<file path="config.mk">
export PLATFORM = sky130hd
export DESIGN_NAME = reload_decr_timer
export DESIGN_NICKNAME = d
export VERILOG_FILES = /design/src/rtl/dtmr_pkg.sv /design/src/rtl/dtmr_counter.sv /design/src/rtl/dtmr_ctrl.sv /design/src/rtl/dtmr_readmux.sv /design/src/rtl/reload_decr_timer.sv
export SDC_FILE = /design/constraint.sdc
export NUM_CORES = 1
export LEC_CHECK = 0
export CORE_MARGIN = 4
export CORE_UTILIZATION = 43
export CTS_BUF_LIST = sky130_fd_sc_hd__clkbuf_2
export CTS_CLUSTER_SIZE = 20
export DETAILED_ROUTE_END_ITERATION = 12
export PLACE_DENSITY = 0.66
export SETUP_SLACK_MARGIN = 0.02
export SLEW_MARGIN = 15
export SYNTH_ARGS = -nofsm -noshare
export SYNTH_HDL_FRONTEND = slang
export SYNTH_SLANG_ARGS = --single-unit
</file>
<file path="constraint.sdc">
create_clock -name clk -period 8.65 [get_ports clk]
set_clock_uncertainty 0.2 [all_clocks]
set_input_delay 2.1625 -clock clk [delete_from_list [all_inputs] [get_ports clk]]
set_output_delay 2.1625 -clock clk [all_outputs]
set_load 0.02 [all_outputs]
</file>
<file path="src/rtl/dtmr_pkg.sv">
package dtmr_pkg;
  localparam int unsigned DATA_W   = 32;
  localparam int unsigned SEL_W    = 2;
  localparam int unsigned STAT_BIT = 27;
  localparam int unsigned IE_BIT   = 26;
  localparam int unsigned ARE_BIT  = 22;

  typedef enum logic [SEL_W-1:0] {
    SEL_COUNT  = 2'd0,
    SEL_RELOAD = 2'd1,
    SEL_CTRL   = 2'd2,
    SEL_STAT   = 2'd3
  } dtmr_sel_e;
endpackage

</file>
<file path="src/rtl/dtmr_counter.sv">
module dtmr_counter #(
  parameter int unsigned W = 32
) (
  input  logic         clk,
  input  logic         rst_n,
  input  logic         tick,
  input  logic         wr_cnt,
  input  logic         wr_rld,
  input  logic [W-1:0] wdata,
  input  logic         are,
  output logic [W-1:0] cnt_o,
  output logic [W-1:0] rld_o,
  output logic         expire_o
);
  localparam logic [W-1:0] ONE  = {{(W-1){1'b0}}, 1'b1};
  localparam logic [W-1:0] ZERO = '0;

  logic [W-1:0] cnt_q, cnt_n;
  logic [W-1:0] rld_q, rld_n;
  logic         cnt_en, rld_en;
  logic         nonzero, at_one;

  assign nonzero = (cnt_q != ZERO);
  assign at_one  = (cnt_q == ONE);

  // Next-state: write first, then the tick path (decrement or reload).
  always_comb begin
    cnt_n    = cnt_q;
    expire_o = 1'b0;
    if (wr_cnt) begin
      cnt_n = wdata;
    end else if (tick && nonzero) begin
      if (at_one) begin
        expire_o = 1'b1;
        cnt_n    = are ? rld_q : ZERO;
      end else begin
        cnt_n = cnt_q - ONE;
      end
    end
  end

  assign cnt_en = wr_cnt | (tick & nonzero);
  assign rld_en = wr_rld;
  assign rld_n  = wdata;

  always_ff @(posedge clk or negedge rst_n) begin
    if (!rst_n) begin
      cnt_q <= ZERO;
    end else if (cnt_en) begin
      cnt_q <= cnt_n;
    end
  end

  always_ff @(posedge clk or negedge rst_n) begin
    if (!rst_n) begin
      rld_q <= ZERO;
    end else if (rld_en) begin
      rld_q <= rld_n;
    end
  end

  assign cnt_o = cnt_q;
  assign rld_o = rld_q;
endmodule

</file>
<file path="src/rtl/dtmr_ctrl.sv">
module dtmr_ctrl #(
  parameter int unsigned W        = 32,
  parameter int unsigned STAT_BIT = 27,
  parameter int unsigned IE_BIT   = 26,
  parameter int unsigned ARE_BIT  = 22
) (
  input  logic         clk,
  input  logic         rst_n,
  input  logic         wr_ctrl,
  input  logic         wr_stat,
  input  logic [W-1:0] wdata,
  input  logic         expire,
  output logic         ie_o,
  output logic         are_o,
  output logic         stat_o,
  output logic [W-1:0] ctrl_rd_o,
  output logic [W-1:0] stat_rd_o,
  output logic         irq_o
);
  logic ie_q, ie_n, are_q, are_n;
  logic stat_q, stat_n, stat_en;
  logic clr_req;

  assign ie_n  = wdata[IE_BIT];
  assign are_n = wdata[ARE_BIT];

  always_ff @(posedge clk or negedge rst_n) begin
    if (!rst_n) begin
      ie_q  <= 1'b0;
      are_q <= 1'b0;
    end else if (wr_ctrl) begin
      ie_q  <= ie_n;
      are_q <= are_n;
    end
  end

  // Sticky flag: a new expiry beats a concurrent write-one-to-clear.
  assign clr_req = wr_stat & wdata[STAT_BIT];
  always_comb begin
    stat_n = stat_q;
    if (expire) begin
      stat_n = 1'b1;
    end else if (clr_req) begin
      stat_n = 1'b0;
    end
  end
  assign stat_en = expire | clr_req;

  always_ff @(posedge clk or negedge rst_n) begin
    if (!rst_n) begin
      stat_q <= 1'b0;
    end else if (stat_en) begin
      stat_q <= stat_n;
    end
  end

  always_comb begin
    ctrl_rd_o          = '0;
    ctrl_rd_o[IE_BIT]  = ie_q;
    ctrl_rd_o[ARE_BIT] = are_q;
    stat_rd_o          = '0;
    stat_rd_o[STAT_BIT] = stat_q;
  end

  assign ie_o   = ie_q;
  assign are_o  = are_q;
  assign stat_o = stat_q;
  assign irq_o  = stat_q & ie_q;
endmodule

</file>
<file path="src/rtl/dtmr_readmux.sv">
module dtmr_readmux #(
  parameter int unsigned W     = 32,
  parameter int unsigned SEL_W = 2
) (
  input  logic [SEL_W-1:0] sel,
  input  logic [W-1:0]     cnt,
  input  logic [W-1:0]     rld,
  input  logic [W-1:0]     ctrl,
  input  logic [W-1:0]     stat,
  output logic [W-1:0]     dout
);
  import dtmr_pkg::*;
  always_comb begin
    unique case (sel)
      SEL_COUNT:  dout = cnt;
      SEL_RELOAD: dout = rld;
      SEL_CTRL:   dout = ctrl;
      SEL_STAT:   dout = stat;
      default:    dout = '0;
    endcase
  end
endmodule

</file>
<file path="src/rtl/reload_decr_timer.sv">
module reload_decr_timer (
  input  logic        clk,
  input  logic        rst_n,
  input  logic        tick_i,
  input  logic        wr_en_i,
  input  logic [1:0]  wr_sel_i,
  input  logic [31:0] wr_data_i,
  input  logic [1:0]  rd_sel_i,
  output logic [31:0] rd_data_o,
  output logic        irq_o
);
  import dtmr_pkg::*;

  logic wr_cnt, wr_rld, wr_ctrl, wr_stat;
  logic [DATA_W-1:0] cnt_w, rld_w, ctrl_rd_w, stat_rd_w;
  logic expire_w, ie_w, are_w, stat_w;

  assign wr_cnt  = wr_en_i & (wr_sel_i == SEL_COUNT);
  assign wr_rld  = wr_en_i & (wr_sel_i == SEL_RELOAD);
  assign wr_ctrl = wr_en_i & (wr_sel_i == SEL_CTRL);
  assign wr_stat = wr_en_i & (wr_sel_i == SEL_STAT);

  dtmr_counter #(.W(DATA_W)) i_counter (
    .clk      (clk),
    .rst_n    (rst_n),
    .tick     (tick_i),
    .wr_cnt   (wr_cnt),
    .wr_rld   (wr_rld),
    .wdata    (wr_data_i),
    .are      (are_w),
    .cnt_o    (cnt_w),
    .rld_o    (rld_w),
    .expire_o (expire_w)
  );

  dtmr_ctrl #(
    .W(DATA_W), .STAT_BIT(STAT_BIT), .IE_BIT(IE_BIT), .ARE_BIT(ARE_BIT)
  ) i_ctrl (
    .clk       (clk),
    .rst_n     (rst_n),
    .wr_ctrl   (wr_ctrl),
    .wr_stat   (wr_stat),
    .wdata     (wr_data_i),
    .expire    (expire_w),
    .ie_o      (ie_w),
    .are_o     (are_w),
    .stat_o    (stat_w),
    .ctrl_rd_o (ctrl_rd_w),
    .stat_rd_o (stat_rd_w),
    .irq_o     (irq_o)
  );

  dtmr_readmux #(.W(DATA_W), .SEL_W(SEL_W)) i_rdmux (
    .sel  (rd_sel_i),
    .cnt  (cnt_w),
    .rld  (rld_w),
    .ctrl (ctrl_rd_w),
    .stat (stat_rd_w),
    .dout (rd_data_o)
  );
endmodule

</file>
* Yosys cells after proc, flatten, opt, wreduce, memory -nomap -nowiden *
Cells that the tools add are included.

storage, ports and cells
  register bits = 67
  input bits = 40
  word-level logic and storage cells = 40
  output and inout port bits = 33

operators by class
  bitwise gates (word level) = 9
  mux-type cells = 10
  add/sub/neg operators = 1
  equal/unequal tests = 7
  reductions and logical operators = 8

operators by type and width
  kind                     number
  $mux W32                 4
  $pmux W32 S4             1
  $eq A32 B1 Y1 const B    1
  $reduce_bool A32 Y1      1
  $sub A32 B1 Y32 const B  1
  $eq A2 B2 Y1 const B     4
  $and A1 B1 Y1            7
  $mux W1                  5
  $eq A2 B1 Y1 const B     2
  $logic_not A2 Y1         2
  $reduce_and A2 Y1        2
  $reduce_bool A2 Y1       2
  $or A1 B1 Y1             2
  $logic_and A1 B1 Y1      1

* Logic depth before layout (Yosys ltp) *
  depth after elaboration = 6
  depth in mapped cells = 10
  mapped depth without buffers = 8

* By module *
Synthesis repeated with hierarchy kept, for this count alone.

unflattened totals
  cells, all modules = 514
  area, all modules = 5376.4 um^2

modules (own cells, without submodules)
  module             instances  area an instance (um^2)  cells each
  dtmr_counter       1          3925.0                   398
  dtmr_readmux       1          814.5                    39
  dtmr_ctrl          1          599.3                    73
  reload_decr_timer  1          37.5                     4

* Worst setup path before layout *
OpenSTA, ideal clock, no wires.

  kind = input-to-output
  start = in rd_sel_i[0]
  end = out rd_data_o[0]
  slack = 2960 ps
  stages = 4
  arrival time = 3328 ps
  cells stage by stage = clkbuf_1 clkbuf_1 mux2i_1 nor2_1

between the ends
  word-level cells in the longest chain between the ends = 2
  elaborated cells between the ends (all ways) = 5
  those cells by class = 3 x eq/ne; 1 x mux; 1 x reduce/logical

ends and longest elaborated chain
  what                                  line                    source
  from (decl)                           reload_decr_timer.sv:8  input logic [1:0] rd_sel_i,
  $eq A2 B2 Y1 (tied with other cells)  dtmr_readmux.sv:14      unique case (sel)
  $pmux W32 S4 *                        dtmr_readmux.sv:14
  to (decl)                             reload_decr_timer.sv:9  output logic [31:0] rd_data_o,

Mark *: on every way between the ends. The rest lies on a longest branch, timed or not.

* Worst setup path after layout *
  start = in rd_sel_i[1]
  end = out rd_data_o[27]

The elaborated chain is that of the path after synthesis.

==> out/qor.csv <==
stage,metric,value,unit
outcome,status,"finished, final reports clean",
drt,avgViaCountPerCell,5.84,
clocking,clk_path_buf_depth,2,
synthesis,syn_area,4540,sq um
clocking,cts_tree,yes,
setup_path,r2r_start,i_counter.cnt_o[0],
placement,io_buffers,72,
layout,drive_gt1_frac,0.128,
clocking,cts_resized,0,
synthesis,synth.net_count,554,
drt,drtIter0Drc,243,
timing,finalWorstSetupSlack,2.04,ns
timing,fmax,151,MHz
synthesis,synthTopCellsByArea,"dfrtp_1 (37%), mux2_2 (8.4%), mux2i_1 (7.3%), nor2_1 (4.9%), a21oi_1 (4.3%)",
synthesis,synth.avg_cell_area,8.86,sq um
synthesis,ys_seq_area_frac,0.370,
timing,rsz0062_at_grt,false,
synthesis,ys_types,62,
hold_path,min_to,i_counter.rld_o[8],
drt,drt-total-wl,12600,um
synthesis,synth_commonest_cells,"dfrtp_1 (67), nor2_1 (59), nand2_1 (44), a21oi_1 (39), mux2_2 (34)",
die,die_area,12300,sq um
timing,slew_viol_final,0,
die,rows,37,
clocking,clk_latency,0.50,ns
die,start_util,0.441,
synthesis,ys_warn_count,0,
clocking,clkTransAtPathRegs,0.17,ns
synthesis,synth-seq-cells,67,
power_and_ir_drop,powerDensity,172,nW/um^2
setup_path,crit_required,6.29,ns
timing,period_share,0.764,
placement,placed_cell_area,5270,sq um
synthesis,synth_edf_count,0,
clocking,ctsRootBufferMaster,clkbuf_2,
power_and_ir_drop,worst_ir_drop_vdd,0.0978,mV
drt,vias,4079,
clocking,post-cts-setup-buffer-count,0,
die,die_w,111,um
synthesis,yosys.area.top_type,dfrtp_1,
clocking,htree_levels,3,
clocking,clock_sinks,67,
setup_path,crit_arrival,4.25,ns
drt,dr.pass1.iters,6,
global_routing,grt_antenna_before_repair,0,
timing,hold_viol,0,
setup_path,worstSetupPathType,in -> out,
timing,relSlewSlack,0.270,
timing,fin_crit,6.61,ns
timing,tns,0,ns
clocking,cts_inserted_buffers,9,
synthesis,synthCells,512,
die,ios,73,
drt,postRouteAntennaNets,0,
placement,dpl.cell_count,684,
global_routing,grt_usage,0.205,
layout,areaGrowthSynthToFinish,18.1,%
drt,wl_per_cell,18.1,um
global_routing,grt_pass1_wl,20900,um
synthesis,synth_top_cell_area_share,0.370,
layout,antenna_cells,0,
hold_path,min-delay-start,i_counter.rld_o[8],
layout,instances_no_fill,698,
die,die_y,111,um
setup_path,reg2reg_to,i_counter.cnt_o[9],
placement,gp_congestion,0.836,
hold_path,min_path_type,reg -> reg,
placement,dp_slack,2.06,ns
global_routing,grt_start_max_net_pins,68,
clocking,hold_buffers,0,
placement,dp_hpwl,8170,um
synthesis,synthArstFlopShare,1.00,
global_routing,grt_pass1_vias,4159,
timing,worst_pin_slew,1.09,ns
power_and_ir_drop,p_leak,0.00215,uW
die,fp.coreArea,10300,sq um
synthesis,ys.flop_type,dfrtp_1,
setup_path,cp_max_fo,18,
global_routing,grt-ovfl-total,0,
drt,drc_errors,0,
setup_path,reg2reg_depth,7,
hold_path,min_path_cells,1,
timing,setup_viol,0,
setup_path,rrSetupSlack,4.94,ns
layout,fin_util,0.521,
layout,layout.nets,601,
job,drv_cap,0,
setup_path,critPathLaunchType,primary input,
synthesis,synth_most_common_cell,dfrtp_1,
layout,design_area,5360,sq um
setup_path,endpoint_kind,output pin,
[report_power, final]
part           internal [uW]  total (uW)  switching [uW]
Combinational            151         304             153
Clock                   60.6         172             112
Sequential               371         444            72.4
[cell usage in the layout (no fill, tap or decap), types with 4 or more instances in the layout]
cell | synthesis | layout
dfrtp_1 | 67 | 67
o21ai_0 | 31 | 31
xnor2_1 | 10 | 10
nand4_1 | 4 | 4
clkdlybuf4s50_1 | 0 | 70
buf_4 | 2 | 6
inv_1 | 5 | 5
a31oi_1 | 13 | 13
a211o_1 | 5 | 5
or4_1 | 6 | 6
nor2_1 | 59 | 59
and3_1 | 10 | 10
xor2_1 | 7 | 7
nand3_1 | 17 | 17
a21oi_1 | 39 | 39
mux2i_1 | 33 | 33
o22ai_1 | 5 | 5
nand2_1 | 44 | 44
clkbuf_2 | 0 | 9
mux2_2 | 34 | 34
nor3_1 | 14 | 14
or3_1 | 11 | 11
[per-layer routing]
metal	part of all wire	global-route usage	up-vias
met3	0.049	0.0404	16
met4	0.016	0.0550	0
met1	0.44	0.260	1993
met2	0.50	0.356	113
met5	0	0	-
li1	-	-	1957
[cells by family (layout without fill, tap and decap cells)]
logic type                 count (synthesis)  count (layout)  synth area share
xor gates and xnor gates                  17              17            0.0328
buffers and inverters                     47              97            0.0499
adders and majority gates                  2               2           0.00551
and+or+nand+nor                          191             191             0.214
muxes                                     67              67             0.157
DFF                                       67              67             0.370
AOI/OAI and AO/OA                        121             121             0.171
[registers in the layout, indices dropped and copies added, names as in the netlist]
signal,cells
i_counter.rld_o,32
i_counter.cnt_o,32
i_ctrl.ie_o,1
i_ctrl.are_o,1
i_ctrl.stat_o,1
[per-stage QoR]
stage | hold slack, ns | total power, uW
after floorplan | 0.262 | 639
after global placement | 0.309 | 746
final | 0.357 | 920
after global routing | 0.383 | 978
after CTS | 0.357 | 926
after detailed placement | 0.316 | 754
[final cells by class]
class | instances | area, sq um
Timing Repair Buffer | 78 | 756
Fill cell | 1023 | 4920
Multi-Input combinational cell | 398 | 2650
Clock buffer | 9 | 45.0
Tap cell | 136 | 170
Inverter | 5 | 18.8
Clock inverter | 5 | 46.3
Sequential cell | 67 | 1680
[worst max-delay path by stage]
stage                      startpoint             to  slack, ns  depth (start not counted)
after floorplan           rd_sel_i[0]   rd_data_o[0]       2.96                          4
after global placement    rd_sel_i[1]  rd_data_o[27]       2.14                          4
after detailed placement  rd_sel_i[1]  rd_data_o[27]       2.06                          4
after CTS                 rd_sel_i[1]  rd_data_o[27]       2.06                          4
after global routing      rd_sel_i[1]  rd_data_o[27]       1.91                          4
final                     rd_sel_i[1]  rd_data_o[27]       2.04                          4
[worst max-delay path, cell delays in order]
cell	delay, ns
clkdlybuf4s50_1	0.81
buf_4	0.41
o21ai_0	0.22
clkdlybuf4s50_1	0.64
(Power assumes the default switching activity.)
